[config.mk]
export PLATFORM = sky130hd
export DESIGN_NAME = keyed_wdog
export DESIGN_NICKNAME = d
export VERILOG_FILES = /design/src/rtl/kwd_pkg.sv /design/src/rtl/kwd_decode.sv /design/src/rtl/kwd_regs.sv /design/src/rtl/kwd_counter.sv /design/src/rtl/kwd_pulse.sv /design/src/rtl/keyed_wdog.sv
export SDC_FILE = /design/constraint.sdc
export NUM_CORES = 1
export LEC_CHECK = 0
export BUFFER_PORTS_ARGS = -buffer_cell sky130_fd_sc_hd__buf_2
export CORE_MARGIN = 8
export CORE_UTILIZATION = 52
export DETAILED_ROUTE_END_ITERATION = 6
export PLACE_DENSITY_LB_ADDON = 0.08
export SYNTH_ARGS = -nofsm -noshare
export SYNTH_HDL_FRONTEND = slang
export SYNTH_SLANG_ARGS = --single-unit
[constraint.sdc]
create_clock -name clk -period 2.2 [get_ports clk]
set_clock_uncertainty 0.05 [all_clocks]
set_input_delay 0.33 -clock clk [delete_from_list [all_inputs] [get_ports clk]]
set_output_delay 0.33 -clock clk [all_outputs]
set_load 0.02 [all_outputs]
[src/rtl/kwd_pkg.sv]
package kwd_pkg;

    localparam int ADDR_W = 8;
    localparam int DATA_W = 32;
    localparam int HALF_W = DATA_W / 2;
    localparam int CODE_W = 4;
    localparam int CNT_W  = 6;

    localparam logic [ADDR_W-1:0] OFS_KICK = 8'h10;
    localparam logic [ADDR_W-1:0] OFS_CFG  = 8'h14;
    localparam logic [ADDR_W-1:0] OFS_MODE = 8'h18;

    localparam logic [HALF_W-1:0] UNLOCK_KEY = 16'h16AA;
    localparam int                KICK_W     = 13;
    localparam logic [KICK_W-1:0] KICK_WORD  = 13'h14AF;
    localparam logic [1:0]        ACT_SYSRST = 2'b01;

    // Low byte of the mode register
    typedef struct packed {
        logic [CODE_W-1:0] code;
        logic [2:0]        spare;
        logic              en;
    } mode_lo_t;

    // Decoded bus write events
    typedef struct packed {
        logic              kick;
        logic              cfg_wr;
        logic              mode_wr;
        logic [HALF_W-1:0] data;
    } wr_evt_t;

    // Reload value in half-second ticks for a timeout code
    function automatic logic [CNT_W-1:0] code_to_ticks(input logic [CODE_W-1:0] code);
        logic [CNT_W-1:0] c;
        c = CNT_W'(code);
        if (code == '0)
            return CNT_W'(1);
        else if (code <= 4'd6)
            return c << 1;
        else if (code <= 4'd11)
            return ((c - CNT_W'(7)) << 2) + CNT_W'(16);
        else
            return CNT_W'(32);
    endfunction

endpackage

[src/rtl/kwd_decode.sv]
module kwd_decode
    import kwd_pkg::*;
(
    input  logic [ADDR_W-1:0] addr,
    input  logic [DATA_W-1:0] wdata,
    input  logic              wr_en,
    output wr_evt_t           evt
);
    logic key_ok;

    always_comb begin
        key_ok      = (wdata[DATA_W-1:HALF_W] == UNLOCK_KEY);
        evt.data    = wdata[HALF_W-1:0];
        evt.kick    = wr_en && (addr == OFS_KICK) && (wdata[KICK_W-1:0] == KICK_WORD);
        evt.cfg_wr  = wr_en && (addr == OFS_CFG)  && key_ok;
        evt.mode_wr = wr_en && (addr == OFS_MODE) && key_ok;
    end
endmodule

[src/rtl/kwd_regs.sv]
module kwd_regs
    import kwd_pkg::*;
(
    input  logic              clk,
    input  logic              rst,
    input  wr_evt_t           evt,
    input  logic              clr_en,
    input  logic [ADDR_W-1:0] addr,
    output logic [HALF_W-1:0] cfg_q,
    output logic [HALF_W-1:0] mode_q,
    output logic [DATA_W-1:0] rdata
);
    always_ff @(posedge clk) begin
        if (rst) begin
            cfg_q <= '0;
        end else if (evt.cfg_wr) begin
            cfg_q <= evt.data;
        end
    end

    always_ff @(posedge clk) begin
        if (rst) begin
            mode_q <= '0;
        end else begin
            if (evt.mode_wr) begin
                mode_q <= evt.data;
            end
            // an expiry with reset action turns the block off
            if (clr_en) begin
                mode_q[0] <= 1'b0;
            end
        end
    end

    always_comb begin
        unique case (addr)
            OFS_CFG:  rdata = {{HALF_W{1'b0}}, cfg_q};
            OFS_MODE: rdata = {{HALF_W{1'b0}}, mode_q};
            default:  rdata = '0;
        endcase
    end
endmodule

[src/rtl/kwd_counter.sv]
module kwd_counter
    import kwd_pkg::*;
(
    input  logic             clk,
    input  logic             rst,
    input  logic             kick,
    input  logic             tick,
    input  logic             en,
    input  logic [CNT_W-1:0] load_val,
    output logic [CNT_W-1:0] cnt_q,
    output logic             expire
);
    always_comb begin
        expire = en && tick && !kick && (cnt_q <= CNT_W'(1));
    end

    always_ff @(posedge clk) begin
        if (rst) begin
            cnt_q <= '0;
        end else if (kick) begin
            cnt_q <= load_val;
        end else if (en && tick && (cnt_q != '0)) begin
            cnt_q <= cnt_q - CNT_W'(1);
        end
    end
endmodule

[src/rtl/kwd_pulse.sv]
module kwd_pulse #(
    parameter int PULSE_LEN = 16
) (
    input  logic clk,
    input  logic rst,
    input  logic fire,
    output logic pulse
);
    localparam int PW = $clog2(PULSE_LEN + 1);

    logic [PW-1:0] left_q;

    always_ff @(posedge clk) begin
        if (rst) begin
            left_q <= '0;
        end else if (fire && (left_q == '0)) begin
            left_q <= PW'(PULSE_LEN);
        end else if (left_q != '0) begin
            left_q <= left_q - PW'(1);
        end
    end

    assign pulse = (left_q != '0);
endmodule

[src/rtl/keyed_wdog.sv]
module keyed_wdog
    import kwd_pkg::*;
#(
    parameter int PULSE_LEN = 16
) (
    input  logic              clk,
    input  logic              rst,
    input  logic [ADDR_W-1:0] addr,
    input  logic [DATA_W-1:0] wdata,
    input  logic              wr_en,
    output logic [DATA_W-1:0] rdata,
    input  logic              tick,
    output logic              sys_rst_o
);
    wr_evt_t           evt;
    logic [HALF_W-1:0] cfg_q;
    logic [HALF_W-1:0] mode_q;
    mode_lo_t          mode_lo;
    logic [CNT_W-1:0]  cnt_w;
    logic [CNT_W-1:0]  load_val;
    logic              expire;
    logic              fire;

    kwd_decode u_decode (
        .addr  (addr),
        .wdata (wdata),
        .wr_en (wr_en),
        .evt   (evt)
    );

    kwd_regs u_regs (
        .clk    (clk),
        .rst    (rst),
        .evt    (evt),
        .clr_en (fire),
        .addr   (addr),
        .cfg_q  (cfg_q),
        .mode_q (mode_q),
        .rdata  (rdata)
    );

    always_comb begin
        mode_lo  = mode_lo_t'(mode_q[7:0]);
        load_val = code_to_ticks(mode_lo.code);
        fire     = expire && (cfg_q[1:0] == ACT_SYSRST);
    end

    kwd_counter u_counter (
        .clk      (clk),
        .rst      (rst),
        .kick     (evt.kick),
        .tick     (tick),
        .en       (mode_lo.en),
        .load_val (load_val),
        .cnt_q    (cnt_w),
        .expire   (expire)
    );

    kwd_pulse #(.PULSE_LEN(PULSE_LEN)) u_pulse (
        .clk   (clk),
        .rst   (rst),
        .fire  (fire),
        .pulse (sys_rst_o)
    );
endmodule

; After elaboration in Yosys (flattened, before gate mapping)
; Cells that the tools add are included.
[op_classes]
add_sub_neg = 4
n_lt_le_gt_ge = 3
n_eq_ne = 6
mux = 8
reduce_logical = 21
[op_table]
columns = op, n
row1 = $pmux W16 S2, 1
row2 = $mux W6, 5
row3 = $eq A8 B5 Y1 const B, 3
row4 = $eq A16 B13 Y1 const B, 1
row5 = $eq A13 B13 Y1 const B, 1
row6 = $logic_and A1 B1 Y1, 12
row7 = $mux W5, 2
row8 = $add A6 B5 Y6 const B, 1
row9 = $le A6 B1 Y1 const B, 1
row10 = $reduce_bool A6 Y1, 1
row11 = $sub A6 B1 Y6 const B, 1
row12 = $logic_not A5 Y1, 1
row13 = $reduce_bool A5 Y1, 1
row14 = $sub A5 B1 Y5 const B, 1
row15 = $le A4 B3 Y1 const B, 1
row16 = $le A4 B4 Y1 const B, 1
row17 = $logic_not A4 Y1, 1
row18 = $reduce_bool A2 Y1, 2
row19 = $reduce_or A2 Y1, 2
row20 = $sub A4 B3 Y4 const B, 1
row21 = $eq A2 B1 Y1 const B, 1
row22 = $logic_not A1 Y1, 1
[totals]
regBits = 43
out_inout_bits = 33
wordCells = 48

; Logic depth before layout (Yosys ltp)
[logic_depth]
ltp_word = 9
mapped_depth = 6

; Modules after synthesis
; Synthesis repeated with hierarchy kept, for this count alone.
[unflattened]
hier_cells = 316
area_unflattened_um2 = 2877.8
[modules_own_cells]
columns = module, n_inst, cells_per_inst, area_each_um2, seq_area_each_um2
row1 = kwd_regs, 1, 180, 1726.7, 640.6
row2 = kwd_counter, 1, 50, 427.9, 120.1
row3 = kwd_pulse, 1, 25, 270.3, 100.1
row4 = kwd_decode, 1, 35, 269.0, 0.0
row5 = keyed_wdog, 1, 26, 183.9, 0.0

; Worst setup path after synthesis
; No wires, ideal clock.
[synth_path]
kind = input port to output port
start = input addr[1]
end = output rdata[0]
arrival_time_ns = 1.594
setup_slack_ns = 0.226
cell_stages = 5
n_path_buf = 2
path_cell_list = nor4b_4 > and3_2 > clkbuf_1 > buf_2 > a22o_1
[synth_between]
elab_chain_len = 2
word_cells_on_any_way = 3
classes_between = 2 x eq/ne / 1 x mux
[synth_rtl]
columns = item, line_no
row1 = from (decl), keyed_wdog.sv:8  ; input logic [ADDR_W-1:0] addr,
row2 = $eq A8 B5 Y1, kwd_regs.sv:36  ; unique case (addr)
row3 = $pmux W16 S2 *, kwd_regs.sv:36
row4 = to (decl), keyed_wdog.sv:11  ; output logic [DATA_W-1:0] rdata,
; Every way passes the cells marked *; elsewhere a longest branch is shown, timed or not.

; Final worst setup path
[layout_path]
start = register u_pulse.left_q[0]
end = output sys_rst_o
[layout_between]
elab_chain_len = 1
[layout_rtl]
columns = item, line_no
row1 = from (decl), kwd_pulse.sv:11  ; logic [PW-1:0] left_q;
row2 = from (signal assigned), kwd_pulse.sv:17  ; left_q <= PW'(PULSE_LEN);
row3 = from (signal assigned), kwd_pulse.sv:19  ; left_q <= left_q - PW'(1);
row4 = $reduce_bool A5 Y1, kwd_pulse.sv:23  ; assign pulse = (left_q != '0);
row5 = to (decl), keyed_wdog.sv:13  ; output logic sys_rst_o
; No other way between the ends.

==> impl_metrics.py <==
metrics = {
    "cts": {
        "cts_made_buffers": 5,
        "cts_tree": "yes",
        "insertion_delay_ns": 0.30,
        "cts_htree_levels": 2,
        "ctsHoldBuffers": 0,
        "clk_pin_slew_ns": 0.08,
        "clock_sinks": 43,
        "cts_setup_buffers": 0,
        "cts_buffer_depth": 2,
        "root_buffer": "clkbuf_8",
        "cts_resized": 0,
    },
    "synth": {
        "ys_ff_latch": 43,
        "seq_area_frac_synth_pct": 33.7,
        "synth_warnings": 0,
        "postSynthAreaPerCell_um2": 8.60,
        "synth.area.top_cells": "dfxtp_1 (34%), mux2i_1 (6.7%), a22o_1 (5.8%), nand2_1 (5.1%), buf_4 (5.0%)",
        "synthDistinctLibCells": 52,
        "syn-instance-count": 297,
        "synth_top_area_share_pct": 33.7,
        "synth_largest_area_cell": "dfxtp_1",
        "syn_area_mm2": 0.00255,
        "synthArstFlopShare_pct": 0,
        "synth_edf_count": 0,
        "synthFlopType": "dfxtp_1",
    },
    "worst_setup_path": {
        "critPathLaunchType": "register",
        "critPathMaxFanout": 4,
        "worstSetupPathType": "reg2out",
        "crit_top_cell": "inv_1",
        "cp.required_ns": 1.82,
        "slowest_delay_ns": 0.50,
        "crit_arrival_ns": 1.71,
        "slowest_stage": "or3b_2",
        "rr_worst_depth": 4,
        "worstPathCellList": "inv_1 -> ha_1 -> or3b_2 -> nor2_2 -> inv_1 -> buf_2",
        "reg2reg_to": "u_counter.cnt_q[1]",
        "r2r_start": "u_counter.cnt_q[2]",
        "end_kind": "output pin",
        "reg2reg_slack_ns": 0.46,
    },
    "worst_hold_path": {
        "hold_path_class": "in2reg",
        "min_to": "u_regs.cfg_q[15]",
        "hp-start": "wdata[15]",
        "hold_depth": 3,
    },
    "floorplan": {
        "die_x_um": 86.1,
        "start_util_pct": 54.1,
        "dieArea_mm2": 0.00741,
        "dieHeight_um": 86.1,
        "rows": 25,
        "ios": 77,
        "core_mm2": 0.00472,
    },
    "routing": {
        "wl_um": 6550,
        "drc": 0,
        "dr.pass1.iters": 4,
        "vias": 2316,
        "avgViaCountPerCell": 5.41,
        "avgRoutedWirePerCell_um": 15.3,
        "ant_nets": 0,
        "first_iter_violations": 113,
    },
    "sta": {
        "drv_slew": 0,
        "timing_hold_violations_final": 0,
        "tightest_slew_ns": 0.620,
        "tns_ns": 0,
        "whs_ns": 0.225,
        "rsz0062_at_grt": "false",
        "setup-violations-final": 0,
        "min_period_ns": 2.09,
        "maxSlewHeadroom_pct": 58.3,
        "fmax_mhz": 479,
        "post-route-period-util_pct": 94.9,
    },
    "cells_and_area": {
        "area_growth_pct": 17.7,
        "num_antenna_cells": 0,
        "final_layout_size_suffix_gt1_share_pct": 25.8,
        "post-route-util_pct": 63.7,
        "nets": 410,
    },
    "pwr": {
        "irDropWorstVdd_mv": 0.632,
        "p_per_area_mw_per_mm2": 607,
        "power_mw": 1.82,
        "p_leak_nw": 1.22,
    },
    "global_routing": {
        "overflow": 0,
        "grt_pass1_wl_um": 10700,
        "grt_antenna_before_repair": 0,
        "grt_max_degree": 20,
        "grt_pass1_vias": 2262,
        "track_usage_pct": 17.8,
    },
    "place": {
        "place.gp.congestion": 0.824,
        "port_buffers": 60,
        "dp_hpwl_um": 4890,
    },
    "run_status": {
        "status": "complete, no violations",
    },
    "job": {
        "cap_violations": 0,
    },
}
-- flip-flops by register name, summed over array words and instances, names as in the netlist --
register and count:
u_regs.mode_q 16, u_regs.cfg_q 16, u_counter.cnt_q 6, u_pulse.left_q 5
-- power breakdown --
part	total, mW	switching [mW]	internal, mW
combinational	0.353	0.200	0.153
clock	0.644	0.276	0.368
sequential	0.829	0.0201	0.809
-- cell usage after synthesis (2+ instances only) --
cell type	instances
buf_2	3
mux2i_1	17
nand4_1	2
nor4bb_1	2
nand2b_1	6
nor3_1	9
xnor2_1	5
nor4b_1	2
o21ai_0	20
a22o_1	17
nor2_1	5
a211oi_1	4
nand2_1	35
nand3b_1	2
dfxtp_1	43
a21oi_1	21
or3_1	5
ha_1	6
nor4b_4	3
inv_1	10
and4_1	2
nor2b_1	3
o22ai_1	2
clkbuf_1	10
nand4b_1	2
nand3_1	17
o31ai_1	3
buf_4	17
-- kinds of logic (layout without fill, tap and decap cells) --
group / Yosys count / count (layout) / synth area share, %
AO/OA/AOI/OAI: 73 / 73 / 18.4
XOR/XNOR: 5 / 5 / 1.71
adder cells (fa/ha/maj): 6 / 6 / 2.94
buffers and inverters: 43 / 92 / 9.65
flip-flops: 43 / 43 / 33.7
multiplexers: 17 / 17 / 6.66
other: 1 / 16 / 0.147
AND/OR/NAND/NOR: 109 / 109 / 26.8
-- cell usage in the layout (no fill, tap or decap), types with 2 or more instances in the layout --
cell type  instances
nor4bb_1           2
o21ai_0           20
ha_1               6
nor2b_1            3
a211oi_1           4
nand4b_1           2
clkbuf_8           6
o22ai_1            2
and4_1             2
nor3_1             9
o31ai_1            3
nor4b_1            2
nand4_1            2
conb_1            16
a21oi_1           21
nand2_1           35
or3_1              5
inv_1             10
mux2i_1           17
buf_4             13
dfxtp_1           43
nand3b_1           2
a22o_1            17
nor4b_4            3
nand2b_1           6
nor2_1             4
nand3_1           17
xnor2_1            5
buf_2             60
-- cell type report --
class                      count  area [µm²]
fill                         421        1720
multi-input combinational    226        1510
sequential                    43         861
timing repair buffer          73         398
tap                           67        83.8
clock buffer                   6        82.6
inverter                      11        41.3
clock inverter                 2        35.0
-- worst max-delay path, delay by kind of cell, from the launching register on --
kind	cells	cell delay (ns)
DFF	1	0.33
and+or+nand+nor	2	0.62
buffers and inverters	3	0.29
adders and majority gates	1	0.17
-- worst max-delay path by stage --
stage / startpoint / to / slack (ns)
after global routing: u_pulse.left_q[1] / sys_rst_o / 0.01
after CTS: u_pulse.left_q[0] / sys_rst_o / 0.08
after floorplan: addr[1] / rdata[0] / 0.23
final: u_pulse.left_q[0] / sys_rst_o / 0.11
after detailed placement: addr[1] / rdata[1] / 0.17
after global placement: addr[1] / rdata[1] / 0.21
-- per-layer routing --
metal	routed length, µm	GRT usage (%)
met2	3040	30.2
met4	42	3.82
met3	484	5.83
met1	2980	21.2
met5	0	0
-- metrics by stage --
stage	instance area, µm²	setup WS, ns	cells
finish	3010	0.112	428
global route	3010	0.0143	428
CTS	3010	0.0792	428
detailed placement	2890	0.168	420
global placement	2890	0.212	420
floorplan	2610	0.226	312
Note: power is estimated with default switching activity, not from simulation.
